`src/rtl/fwg_pkg.sv`:
```
package fwg_pkg;
   typedef enum logic [1:0] {
      OP_PROG   = 2'b00,
      OP_SERASE = 2'b01,
      OP_CHIP   = 2'b10,
      OP_RSVD   = 2'b11
   } op_kind_e;

   localparam int NSECT  = 4;
   localparam int S_BOOT = 0;
   localparam int S_PA   = 1;
   localparam int S_PB   = 2;
   localparam int S_MAIN = 3;
endpackage

```
`src/rtl/fwg_strobe_filter.sv`:
```
module fwg_strobe_filter #(
   parameter int MIN_W = 3
) (
   input  logic clk,
   input  logic rst_n,
   input  logic cs_n,
   input  logic oe_n,
   input  logic we_n,
   output logic qual
);
   localparam int CW = $clog2(MIN_W + 1);

   logic          wr_state;
   logic [CW-1:0] run_q;

   assign wr_state = !cs_n && !we_n && oe_n;

   always_ff @(posedge clk) begin
      if (!rst_n)
         run_q <= '0;
      else if (!wr_state)
         run_q <= '0;
      else if (run_q < CW'(MIN_W))
         run_q <= run_q + 1'b1;
   end

   assign qual = wr_state && (run_q >= CW'(MIN_W));
endmodule

```
`src/rtl/fwg_power_hold.sv`:
```
module fwg_power_hold #(
   parameter int HOLD_CYC = 1_000_000
) (
   input  logic clk,
   input  logic rst_n,
   input  logic supply_ok,
   output logic ready
);
   localparam int HW = $clog2(HOLD_CYC + 1);

   logic [HW-1:0] hold_q;

   always_ff @(posedge clk) begin
      if (!rst_n)
         hold_q <= '0;
      else if (!supply_ok)
         hold_q <= '0;
      else if (hold_q < HW'(HOLD_CYC))
         hold_q <= hold_q + 1'b1;
   end

   assign ready = (hold_q == HW'(HOLD_CYC));
endmodule

```
`src/rtl/fwg_sector_decode.sv`:
```
module fwg_sector_decode
   import fwg_pkg::*;
#(
   parameter int ADDR_W      = 19,
   parameter int BOOT_WORDS  = 8192,
   parameter int PARAM_WORDS = 4096,
   parameter int TOP_BOOT    = 0
) (
   input  logic [ADDR_W-1:0] addr,
   output logic [NSECT-1:0]  hit
);
   localparam logic [ADDR_W:0] LIM_BOOT = (ADDR_W+1)'(BOOT_WORDS);
   localparam logic [ADDR_W:0] LIM_PA   = (ADDR_W+1)'(BOOT_WORDS + PARAM_WORDS);
   localparam logic [ADDR_W:0] LIM_PB   = (ADDR_W+1)'(BOOT_WORDS + 2*PARAM_WORDS);

   logic [ADDR_W-1:0] off;

   generate
      if (TOP_BOOT != 0) begin : g_top
         assign off = ~addr;
      end else begin : g_bottom
         assign off = addr;
      end
   endgenerate

   always_comb begin
      hit = '0;
      if ({1'b0, off} < LIM_BOOT)
         hit[S_BOOT] = 1'b1;
      else if ({1'b0, off} < LIM_PA)
         hit[S_PA] = 1'b1;
      else if ({1'b0, off} < LIM_PB)
         hit[S_PB] = 1'b1;
      else
         hit[S_MAIN] = 1'b1;
   end
endmodule

```
`src/rtl/flash_wr_guard.sv`:
```
module flash_wr_guard
   import fwg_pkg::*;
#(
   parameter int ADDR_W      = 19,
   parameter int BOOT_WORDS  = 8192,
   parameter int PARAM_WORDS = 4096,
   parameter int TOP_BOOT    = 0,
   parameter int MIN_W       = 3,
   parameter int HOLD_CYC    = 1_000_000
) (
   input  logic              clk,
   input  logic              rst_n,
   input  logic              supply_ok,
   input  logic              cs_n,
   input  logic              oe_n,
   input  logic              we_n,
   input  logic              lock_en,
   input  logic              hv_ovr,
   input  logic              req_valid,
   input  logic [1:0]        req_kind,
   input  logic [ADDR_W-1:0] req_addr,
   input  logic              op_done,
   output logic              grant,
   output logic              reject,
   output logic              abort,
   output logic              op_active,
   output logic [NSECT-1:0]  sect_mask
);
   localparam int DEPTH = 1 << ADDR_W;

   generate
      if (MIN_W < 1) begin : g_bad_minw
         $error("MIN_W must be at least 1");
      end
      if (HOLD_CYC < 1) begin : g_bad_hold
         $error("HOLD_CYC must be at least 1");
      end
      if (BOOT_WORDS + 2*PARAM_WORDS >= DEPTH) begin : g_bad_map
         $error("boot and parameter sectors leave no main sector");
      end
      if (TOP_BOOT != 0 && TOP_BOOT != 1) begin : g_bad_top
         $error("TOP_BOOT must be 0 or 1");
      end
   endgenerate

   logic             strobe_ok;
   logic             pwr_ready;
   logic [NSECT-1:0] tgt;
   logic             needs_ovr_q;

   logic             d_grant;
   logic             d_reject;
   logic [NSECT-1:0] d_mask;
   logic             d_needs;

   fwg_strobe_filter #(.MIN_W(MIN_W)) u_strobe (
      .clk   (clk),
      .rst_n (rst_n),
      .cs_n  (cs_n),
      .oe_n  (oe_n),
      .we_n  (we_n),
      .qual  (strobe_ok)
   );

   fwg_power_hold #(.HOLD_CYC(HOLD_CYC)) u_hold (
      .clk       (clk),
      .rst_n     (rst_n),
      .supply_ok (supply_ok),
      .ready     (pwr_ready)
   );

   fwg_sector_decode #(
      .ADDR_W      (ADDR_W),
      .BOOT_WORDS  (BOOT_WORDS),
      .PARAM_WORDS (PARAM_WORDS),
      .TOP_BOOT    (TOP_BOOT)
   ) u_decode (
      .addr (req_addr),
      .hit  (tgt)
   );

   logic take;
   logic pwr_ok;
   logic locked;

   assign take   = req_valid && strobe_ok && !op_active;
   assign pwr_ok = supply_ok && pwr_ready;
   assign locked = lock_en && !hv_ovr;

   always_comb begin
      d_grant  = 1'b0;
      d_reject = 1'b0;
      d_mask   = '0;
      d_needs  = 1'b0;
      if (take) begin
         case (op_kind_e'(req_kind))
            OP_PROG, OP_SERASE: begin
               if (!pwr_ok || (tgt[S_BOOT] && locked)) begin
                  d_reject = 1'b1;
               end else begin
                  d_grant = 1'b1;
                  d_mask  = tgt;
                  d_needs = tgt[S_BOOT] && lock_en;
               end
            end
            OP_CHIP: begin
               if (!pwr_ok) begin
                  d_reject = 1'b1;
               end else begin
                  d_grant = 1'b1;
                  d_mask  = '1;
                  if (locked)
                     d_mask[S_BOOT] = 1'b0;
                  d_needs = lock_en && hv_ovr;
               end
            end
            default: d_reject = 1'b1;
         endcase
      end
   end

   always_ff @(posedge clk) begin
      if (!rst_n) begin
         grant       <= 1'b0;
         reject      <= 1'b0;
         abort       <= 1'b0;
         op_active   <= 1'b0;
         needs_ovr_q <= 1'b0;
         sect_mask   <= '0;
      end else begin
         grant     <= d_grant;
         reject    <= d_reject;
         sect_mask <= d_grant ? d_mask : '0;
         abort     <= 1'b0;
         if (op_active) begin
            if (op_done) begin
               op_active   <= 1'b0;
               needs_ovr_q <= 1'b0;
            end else if (needs_ovr_q && !hv_ovr) begin
               abort       <= 1'b1;
               op_active   <= 1'b0;
               needs_ovr_q <= 1'b0;
            end
         end else if (d_grant) begin
            op_active   <= 1'b1;
            needs_ovr_q <= d_needs;
         end
      end
   end
endmodule

```
`config.mk`:
```
export PLATFORM = sky130hd
export DESIGN_NAME = flash_wr_guard
export DESIGN_NICKNAME = d
export VERILOG_FILES = /design/src/rtl/fwg_pkg.sv /design/src/rtl/fwg_strobe_filter.sv /design/src/rtl/fwg_power_hold.sv /design/src/rtl/fwg_sector_decode.sv /design/src/rtl/flash_wr_guard.sv
export SDC_FILE = /design/constraint.sdc
export NUM_CORES = 1
export LEC_CHECK = 0
export CAP_MARGIN = 20
export CORE_MARGIN = 3
export CORE_UTILIZATION = 45
export CTS_BUF_LIST = sky130_fd_sc_hd__clkbuf_8
export DETAILED_ROUTE_END_ITERATION = 16
export PLACE_DENSITY_LB_ADDON = 0.12
export SYNTH_ARGS = -nofsm -noshare
export SYNTH_HDL_FRONTEND = slang
export SYNTH_SLANG_ARGS = --single-unit
```
`constraint.sdc`:
```
create_clock -name clk -period 1.4 [get_ports clk]
set_clock_uncertainty 0.05 [all_clocks]
set_input_delay 0.21 -clock clk [delete_from_list [all_inputs] [get_ports clk]]
set_output_delay 0.21 -clock clk [all_outputs]
set_load 0.01 [all_outputs]
```
==> impl_metrics.tcl, run 1 <==
set metrics [dict create \
    die_h_um 63.9 \
    ys_warn_count 0 \
    p_leak_nw 1.18 \
    drc 0 \
    clk_pin_slew_worst_paths_ns 0.06 \
    cts_made_buffers 5 \
    whs_ns 0.467 \
    clk_latency_ns 0.29 \
    num_vias 1638 \
    ys_types 41 \
    worstPathArrival_ns 1.84 \
    swShare 0.229 \
    final_cells 301 \
    worstMarginPinSlew_ns 0.394 \
    min_period_ns 1.67 \
    drt-total-wl_um 4880 \
    grt_pass1_wl_um 7370 \
    start_kind "register" \
    status "finished, violations left" \
    maxCapViolCount 0 \
    power.total_mw 1.67 \
    period_share 1.19 \
    tns_ns -4.93 \
    cts-root-buf "clkbuf_8" \
    synth-seq-cells 31 \
    crit_type "register to register" \
    ys_async_sr_fraction 0 \
    layout_commonest_cell "buf_4" \
    seq_area_frac_synth 0.411 \
    reg2reg_setup_slack_ns -0.27 \
    grt_antenna_before_repair 0 \
    p_switching_mw 0.382 \
    grt_max_degree 12 \
    dp_cells 280 \
    seqPwrFrac 0.527 \
    report.final.slew_viol_count 0 \
    mostFrequentLayoutCells "53 x buf_4, 18 x nor2_1, 18 x clkdlybuf4s50_1, 16 x dfxtp_1, 13 x xor2_1" \
    violations "setup timing" \
    vias_per_cell 5.44 \
    cp_max_fo 4 \
    r2r_end "sect_mask[3]" \
    htreeDepth 2 \
    grt-ovfl-total 0 \
    synth_area_mm2 0.00151 \
    postRouteAntennaNets 0 \
    finalNetCount 292 \
    start_util 0.483 \
    post_drt_wl_per_cell_um 16.2 \
    setup_slack_ns -0.272 \
    worstHoldPathCells 2 \
    die_w_um 63.9 \
    clockBufferDepth 2 \
    area_delta_synth_final_pct 73.7 \
    gr-usage-all-layers 0.229 \
    ir_drop_mv 0.591 \
    pwr_density_cell_mw_per_mm2 636 \
    syn_inst 168 \
    regToRegStartpoint "u_hold.hold_q[13]" \
    hold_class "register to register" \
    ios 39 \
    synth_nets 202 \
    syn_avg_cell_area_um2 8.99 \
    cts_tree "yes" \
    numClockSinks 31 \
    drt_iter0_drc 58 \
    hold_viol_final 0 \
    dieArea_mm2 0.00409 \
    power_frac_clock 0.385 \
    setup_viol 27 \
    min_to "u_strobe.run_q[1]" \
    drive_above_1_share 0.490 \
    synth-edff-count 0 \
    port_buffers 26 \
    place_congestion 0.821 \
    combPwrFrac 0.088 \
    p_int_mw 1.29 \
    hp-start "u_strobe.run_q[1]" \
    fillers 151 \
    rows 20 \
    grt_setup_unrepaired "true" \
    dr.pass1.iters 4 \
    crit_start "u_hold.hold_q[13]" \
    grt_pass1_vias 1659 \
    dp_slack_ns -0.393 \
    fmax_mhz 598 \
    crit_required_ns 1.56 \
    n_antenna_cell 0 \
    ys.flop_type "dfxtp_1" \
    worst-r2r-cell-count 5 \
    dp_hpwl_um 3120 \
    crit_path_end_kind "register" \
    core_mm2 0.00313 \
    relSlewSlack 0.738 \
]
==> power groups by stage <==
| stage | Clock [mW] | Sequential [mW] | Combinational, mW |
|---|---|---|---|
| 5_1_grt | 0.696 | 0.879 | 0.157 |
| 3_3_place_gp | 0 | 0.908 | 0.116 |
| 4_1_cts | 0.642 | 0.884 | 0.134 |
| 6_report | 0.643 | 0.879 | 0.147 |
| 2_1_floorplan | 0 | 0.909 | 0.0283 |
| 3_5_place_dp | 0 | 0.908 | 0.120 |
==> state kept, by name, summed over array words and instances, names as in the netlist <==
name,count
op_active,1
u_strobe.run_q,2
sect_mask,4
needs_ovr_q,1
reject,1
abort,1
grant,1
u_hold.hold_q,20
==> final cells by class <==
cell class / count / area (µm²) / area share
multi-input cells: 128 / 1060 / 0.403
repair buffers: 87 / 764 / 0.291
flip-flops and latches: 31 / 654 / 0.249
clock buffers: 5 / 68.8 / 0.0262
well taps: 44 / 55.1 / 0.0210
inverters: 5 / 18.8 / 0.00715
clock inverters: 1 / 3.75 / 0.00143
==> critical path, stage by stage, from the launching register on <==
cell	delay, ns
dfxtp_2	0.34
nor4_4	0.35
nand4_1	0.22
nand4b_4	0.24
or2_4	0.28
a21oi_1	0.13
==> cell usage after synthesis (3+ instances only) <==
cell	number	area [µm²]
nand4_1	11	68.8
nand3_1	5	25.0
a21oi_1	12	60.1
nand2_1	11	41.3
ha_1	3	37.5
and3_1	5	31.3
dfxtp_1	31	621
nor2b_1	3	18.8
inv_1	5	18.8
xnor2_1	3	26.3
nor3_1	7	35.0
nor2_1	23	86.3
and4_1	3	26.3
xor2_1	13	114
==> through the flow <==
step                utilization  cell area (µm²)
finish                    0.839             2620
global route              0.839             2620
CTS                       0.775             2420
detailed placement        0.703             2200
global placement          0.703             2200
floorplan                     -             1570
==> worst max path at each step <==
stage | end | slack, ns
global placement | needs_ovr_q | -0.31
finish | sect_mask[3] | -0.27
global route | u_hold.hold_q[12] | -0.35
floorplan | u_hold.hold_q[14] | -0.08
detailed placement | needs_ovr_q | -0.39
CTS | u_hold.hold_q[12] | -0.18
==> timing repair <==
action / 4_1_cts / 5_1_grt
hold buffers: 0 / 0
buffers inserted: 7 / 9
endpoints found under the setup margin: 27 / 35
pin swaps: 19 / 19
cloned: 0 / 0
gates resized for setup: 31 / 37
==> per-layer routing <==
| layer | track usage | vias up | wire length [µm] |
|---|---|---|---|
| li1 | - | 784 | - |
| met1 | 0.253 | 810 | 1980 |
| met2 | 0.426 | 35 | 2600 |
| met3 | 0.0527 | 9 | 232 |
| met4 | 0.0728 | 0 | 61 |
| met5 | 0 | - | 0 |
==> cells by family (layout without fill, tap and decap cells) <==
| logic type | after synthesis | count (layout) | synth area share |
|---|---|---|---|
| and+or+nand+nor | 88 | 88 | 0.351 |
| buffers and inverters | 9 | 98 | 0.0282 |
| AOI/OAI and AO/OA | 20 | 20 | 0.0853 |
| muxes | 1 | 1 | 0.00663 |
| adders and majority gates | 3 | 3 | 0.0249 |
| DFF | 31 | 31 | 0.411 |
| xor gates and xnor gates | 16 | 16 | 0.0928 |
Power figures use the tool's default switching activity.
==> run 2: changes to the inputs <==
--- a/config.mk
+++ b/config.mk
@@ -10,7 +10,8 @@
 export CORE_UTILIZATION = 45
 export CTS_BUF_LIST = sky130_fd_sc_hd__clkbuf_8
 export DETAILED_ROUTE_END_ITERATION = 16
-export PLACE_DENSITY_LB_ADDON = 0.12
+export GPL_TIMING_DRIVEN = 0
+export PLACE_DENSITY = 0.88
 export SYNTH_ARGS = -nofsm -noshare
 export SYNTH_HDL_FRONTEND = slang
 export SYNTH_SLANG_ARGS = --single-unit
==> run 2 against run 1 <==
Compared with the run above:
- the run still ends with setup timing left
- largest power group is now the clock network
- critical path type unchanged
- largest cell class unchanged
- combinational power down 20%
- die area unchanged
- core utilization down 10 points
- clock power grew 46%
==> impl_metrics.tcl, run 2 (synthesis gave the netlist of run 1 again) <==
set metrics [dict create \
    status "finished, violations left" \
    violations "setup timing" \
    grt_pass1_wl_um 6290 \
    place_congestion 0.801 \
    cts-root-buf "clkbuf_8" \
    dp_cells 238 \
    crit_type "register to register" \
    fmax_mhz 593 \
    report.final.slew_viol_count 0 \
    hold_class "register to register" \
    regMostFlops "u_hold.hold_q" \
    drive_above_1_share 0.364 \
    rows 20 \
    dp_slack_ns -0.405 \
    pwr_density_cell_mw_per_mm2 842 \
    grt_setup_unrepaired "true" \
    swShare 0.214 \
    power_frac_clock 0.484 \
    finalNetCount 250 \
    setup_slack_ns -0.286 \
    cts_made_buffers 5 \
    grt_max_degree 11 \
    dieArea_mm2 0.00409 \
    vias_per_cell 5.79 \
    worstMarginPinSlew_ns 0.493 \
    grt-ovfl-total 0 \
    port_buffers 26 \
    reg.largest.list "u_hold.hold_q: 20 flops, sect_mask: 4 flops, u_strobe.run_q: 2 flops" \
    clk_latency_ns 0.30 \
    core_mm2 0.00313 \
    setup_viol 28 \
    fillers 216 \
    crit_start "u_hold.hold_q[13]" \
    min_period_ns 1.69 \
    numClockSinks 31 \
    drt-total-wl_um 4510 \
    worstPathArrival_ns 1.80 \
    drc 0 \
    num_vias 1512 \
    gr-usage-all-layers 0.200 \
    crit_path_end_kind "register" \
    hold_viol_final 0 \
    start_kind "register" \
    clockBufferDepth 2 \
    postRouteAntennaNets 0 \
    dr.pass1.iters 4 \
    layout_commonest_cell "nor2_1" \
    largest_reg_flops 20 \
    post_drt_wl_per_cell_um 17.3 \
    cts_tree "yes" \
    cp_max_fo 7 \
    p_leak_nw 0.958 \
    n_antenna_cell 0 \
    die_h_um 63.9 \
    hp-start "u_hold.hold_q[19]" \
    ios 39 \
    ir_drop_mv 0.936 \
    dp_hpwl_um 2410 \
    htreeDepth 2 \
    final_core_util 0.736 \
    seqPwrFrac 0.456 \
    regToRegStartpoint "u_hold.hold_q[13]" \
    final_cells 261 \
    relSlewSlack 0.671 \
    area_delta_synth_final_pct 52.4 \
    grt_antenna_before_repair 0 \
    start_util 0.483 \
    clk_pin_slew_worst_paths_ns 0.07 \
    p_int_mw 1.52 \
    maxCapViolCount 0 \
    mostFrequentLayoutCells "19 x nor2_1, 18 x clkdlybuf4s50_1, 14 x dfxtp_1, 13 x dfxtp_2, 12 x xor2_1" \
    crit_required_ns 1.52 \
    drt_iter0_drc 95 \
    grt_pass1_vias 1392 \
    p_switching_mw 0.416 \
    period_share 1.20 \
    combPwrFrac 0.061 \
    die_w_um 63.9 \
]
## run 2: metal layers
metal | GRT usage | part of all wire
met5 | 0 | 0
met4 | 0.0836 | 0.020
met3 | 0.0791 | 0.070
met2 | 0.345 | 0.52
met1 | 0.215 | 0.39
## run 2: cell type report
class	count	area, µm²	share of cell area
multi-input cells	128	1010	0.438
flip-flops and latches	31	652	0.283
repair buffers	42	428	0.186
clock buffers	6	82.6	0.0359
well taps	44	55.1	0.0239
clock inverters	2	35.0	0.0152
plain buffers	3	22.5	0.00978
inverters	5	18.8	0.00815
## run 2: what timing repair did
action,CTS,global route
endpoints found under the setup margin,28,35
hold buffers,0,0
hold endpoints to repair,0,0
setup buffers,8,8
resized for setup,12,41
pin swaps,12,13
## run 2: final timing paths
kind / end / cells past startpoint / slack (ns)
worst max-delay path: u_hold.hold_q[15] / 6 / -0.29
worst min-delay path: u_hold.hold_q[19] / 2 / 0.47
worst max register to register: u_hold.hold_q[15] / 6 / -0.29
worst min register to register: u_hold.hold_q[19] / 2 / 0.47
## run 2: per-stage QoR
stage | instance area [µm²] | total power [mW] | hold WS, ns | TNS, ns
floorplan | 1570 | 0.937 | 0.239 | -0.567
global placement | 1880 | 1.00 | 0.429 | -4.84
detailed placement | 1880 | 1.00 | 0.436 | -5.79
CTS | 2100 | 1.91 | 0.446 | -4.24
global route | 2300 | 2.00 | 0.486 | -8.04
finish | 2300 | 1.94 | 0.474 | -5.88
## run 2: power groups by stage
stage	Sequential [mW]	Clock [mW]	Combinational, mW
3_3_place_gp	0.910	0	0.0902
5_1_grt	0.884	0.991	0.126
2_1_floorplan	0.909	0	0.0283
6_report	0.884	0.938	0.118
3_5_place_dp	0.910	0	0.0912
4_1_cts	0.883	0.921	0.104
## run 2: critical path, stage by stage (launching register included)
cell and delay [ns]:
dfxtp_4 0.36, nor4_4 0.34, a311o_2 0.33, buf_8 0.17, nand3_2 0.10, xnor2_2 0.15
nor2_1 0.06
==> run 3: changes to the inputs <==
--- a/config.mk
+++ b/config.mk
@@ -7,11 +7,13 @@
 export LEC_CHECK = 0
 export CAP_MARGIN = 20
 export CORE_MARGIN = 3
-export CORE_UTILIZATION = 45
+export CORE_UTILIZATION = 41
 export CTS_BUF_LIST = sky130_fd_sc_hd__clkbuf_8
+export CTS_CLUSTER_DIAMETER = 80
 export DETAILED_ROUTE_END_ITERATION = 16
 export GPL_TIMING_DRIVEN = 0
-export PLACE_DENSITY = 0.88
+export PLACE_DENSITY = 0.82
+export SKIP_LAST_GASP = 1
 export SYNTH_ARGS = -nofsm -noshare
 export SYNTH_HDL_FRONTEND = slang
 export SYNTH_SLANG_ARGS = --single-unit
==> run 3 against run 2 <==
Compared with the run above:
- critical path depth is the same
- via count shrank 4.3%
- the run still ends with setup timing left
- hold slack gained 0.0064 ns
- final cell count grew 2.3%
- first-iteration DRC count grew 26%
- fmax grew 3.1%
- non-clock buffer count grew 4
- power shrank 15%
- combinational power is essentially flat
==> impl_metrics.tcl, run 3 (synthesis gave the netlist of run 1 again) <==
set metrics [dict create \
    dp_hpwl_um 2350 \
    grt-ovfl-total 0 \
    p_switching_mw 0.380 \
    crit_type "register to register" \
    core_mm2 0.00344 \
    pwr_density_cell_mw_per_mm2 692 \
    clk_pin_slew_worst_paths_ns 0.06 \
    setup_slack_ns -0.235 \
    dieArea_mm2 0.00445 \
    vias_per_cell 5.42 \
    cts-root-buf "clkbuf_8" \
    crit_family "simple AND/OR/NAND/NOR gates" \
    crit_path_end_kind "register" \
    die_w_um 66.7 \
    p_leak_nw 0.945 \
    relSlewSlack 0.605 \
    clk_latency_ns 0.29 \
    n_antenna_cell 0 \
    grt_pass1_wl_um 5780 \
    min_to "abort" \
    num_vias 1447 \
    seqPwrFrac 0.528 \
    p_int_mw 1.27 \
    hold_viol_final 0 \
    port_buffers 26 \
    regMostFlops "u_hold.hold_q" \
    cp_slowest_stage_delay_ns 0.36 \
    grt_max_degree 11 \
    area_delta_synth_final_pct 57.5 \
    hp-start "needs_ovr_q" \
    crit_required_ns 1.51 \
    start_util 0.439 \
    cp_max_fo 8 \
    fmax_mhz 612 \
    rows 21 \
    drc 0 \
    hold_class "register to register" \
    grt_setup_unrepaired "true" \
    setup_viol 27 \
    reg2reg_setup_slack_ns -0.24 \
    tns_ns -4.41 \
    worstMarginPinSlew_ns 0.593 \
    grt_pass1_vias 1315 \
    combPwrFrac 0.072 \
    power_frac_clock 0.400 \
    min_period_ns 1.64 \
    cpMaxStageDelayCell "dfxtp_4" \
    swShare 0.231 \
    worstHoldPathCells 2 \
    cts_tree "yes" \
    worstPathCellList "nor4_4 -> a311o_2 -> buf_8 -> nand4_4 -> xor2_1 -> nor2_1" \
    place_congestion 0.881 \
    reg.largest.list "u_hold.hold_q: 20 flops, sect_mask: 4 flops, u_strobe.run_q: 2 flops" \
    die_h_um 66.7 \
    postRouteAntennaNets 0 \
    post_drt_wl_per_cell_um 15.5 \
    ios 39 \
    start_kind "register" \
    cts_made_buffers 5 \
    violations "setup timing" \
    final_core_util 0.691 \
    grt_antenna_before_repair 0 \
    regToRegStartpoint "u_hold.hold_q[10]" \
    ir_drop_mv 0.624 \
    period_share 1.17 \
    r2r_end "u_hold.hold_q[14]" \
    drt_iter0_drc 120 \
    dr.pass1.iters 4 \
    maxCapViolCount 0 \
    finalNetCount 254 \
    drive_above_1_share 0.412 \
    worst-r2r-cell-count 6 \
    mostFrequentLayoutCells "20 x nor2_1, 20 x clkdlybuf4s50_1, 14 x dfxtp_1, 12 x xor2_1" \
    worstPathArrival_ns 1.75 \
    hold_buffers 0 \
    crit_buf_inv 1 \
    clockBufferDepth 2 \
    report.final.slew_viol_count 0 \
    largest_reg_flops 20 \
    htreeDepth 2 \
    gr-usage-all-layers 0.174 \
    status "finished, violations left" \
    numClockSinks 31 \
    drt-total-wl_um 4130 \
]
run 3: power by group through the flow:
stage	registers (mW)	clock network [mW]	logic [mW]
detailed placement	0.910	0	0.0925
CTS	0.869	0.675	0.101
floorplan	0.909	0	0.0283
finish	0.870	0.659	0.118
global placement	0.910	0	0.0908
global route	0.870	0.702	0.127
run 3: how the worst max path moves through the flow:
| stage | from | to | slack, ns | cells after the start |
|---|---|---|---|---|
| global placement | req_kind[1] | needs_ovr_q | -0.37 | 6 |
| finish | u_hold.hold_q[10] | u_hold.hold_q[14] | -0.24 | 6 |
| floorplan | u_hold.hold_q[10] | u_hold.hold_q[14] | -0.08 | 6 |
| CTS | u_hold.hold_q[0] | sect_mask[3] | -0.20 | 7 |
| global route | u_hold.hold_q[13] | u_hold.hold_q[15] | -0.31 | 6 |
| detailed placement | req_kind[1] | needs_ovr_q | -0.39 | 6 |
run 3: worst min-delay path: cells and delay by family, from the launching register on:
family           cells  cell delay, ns
DFF                  1            0.32
and+or+nand+nor      2            0.16
run 3: per-stage QoR:
step | worst slack [ns] | hold slack [ns] | power (mW) | cell area (µm²) | std cells
2_1_floorplan | -0.0812 | 0.239 | 0.937 | 1570 | 168
3_3_place_gp | -0.366 | 0.427 | 1.00 | 1890 | 240
3_5_place_dp | -0.391 | 0.438 | 1.00 | 1890 | 240
4_1_cts | -0.204 | 0.446 | 1.65 | 2160 | 261
5_1_grt | -0.314 | 0.506 | 1.70 | 2380 | 267
6_report | -0.235 | 0.481 | 1.65 | 2380 | 267
run 3: area by class of cell:
type | count | area [µm²]
Multi-Input combinational cell | 128 | 1070
Fill cell | 239 | 1060
Sequential cell | 31 | 669
Timing Repair Buffer | 46 | 455
Clock buffer | 5 | 68.8
Tap cell | 46 | 57.6
Buffer | 3 | 22.5
Inverter | 5 | 18.8
Clock inverter | 3 | 12.5
run 3: metal layers:
layer / track usage / vias to the layer above / wire length (µm) / share of wire
met5: 0 / - / 0 / 0
met4: 0.0812 / 0 / 80 / 0.019
met3: 0.0540 / 10 / 149 / 0.036
met2: 0.281 / 31 / 2190 / 0.53
met1: 0.209 / 697 / 1710 / 0.41
li1: - / 709 / - / -
run 3: what timing repair did:
item / 4_1_cts / 5_1_grt
gates resized for setup: 34 / 41
buffers inserted: 13 / 7
pin swaps: 18 / 26
setup endpoints to repair: 28 / 33
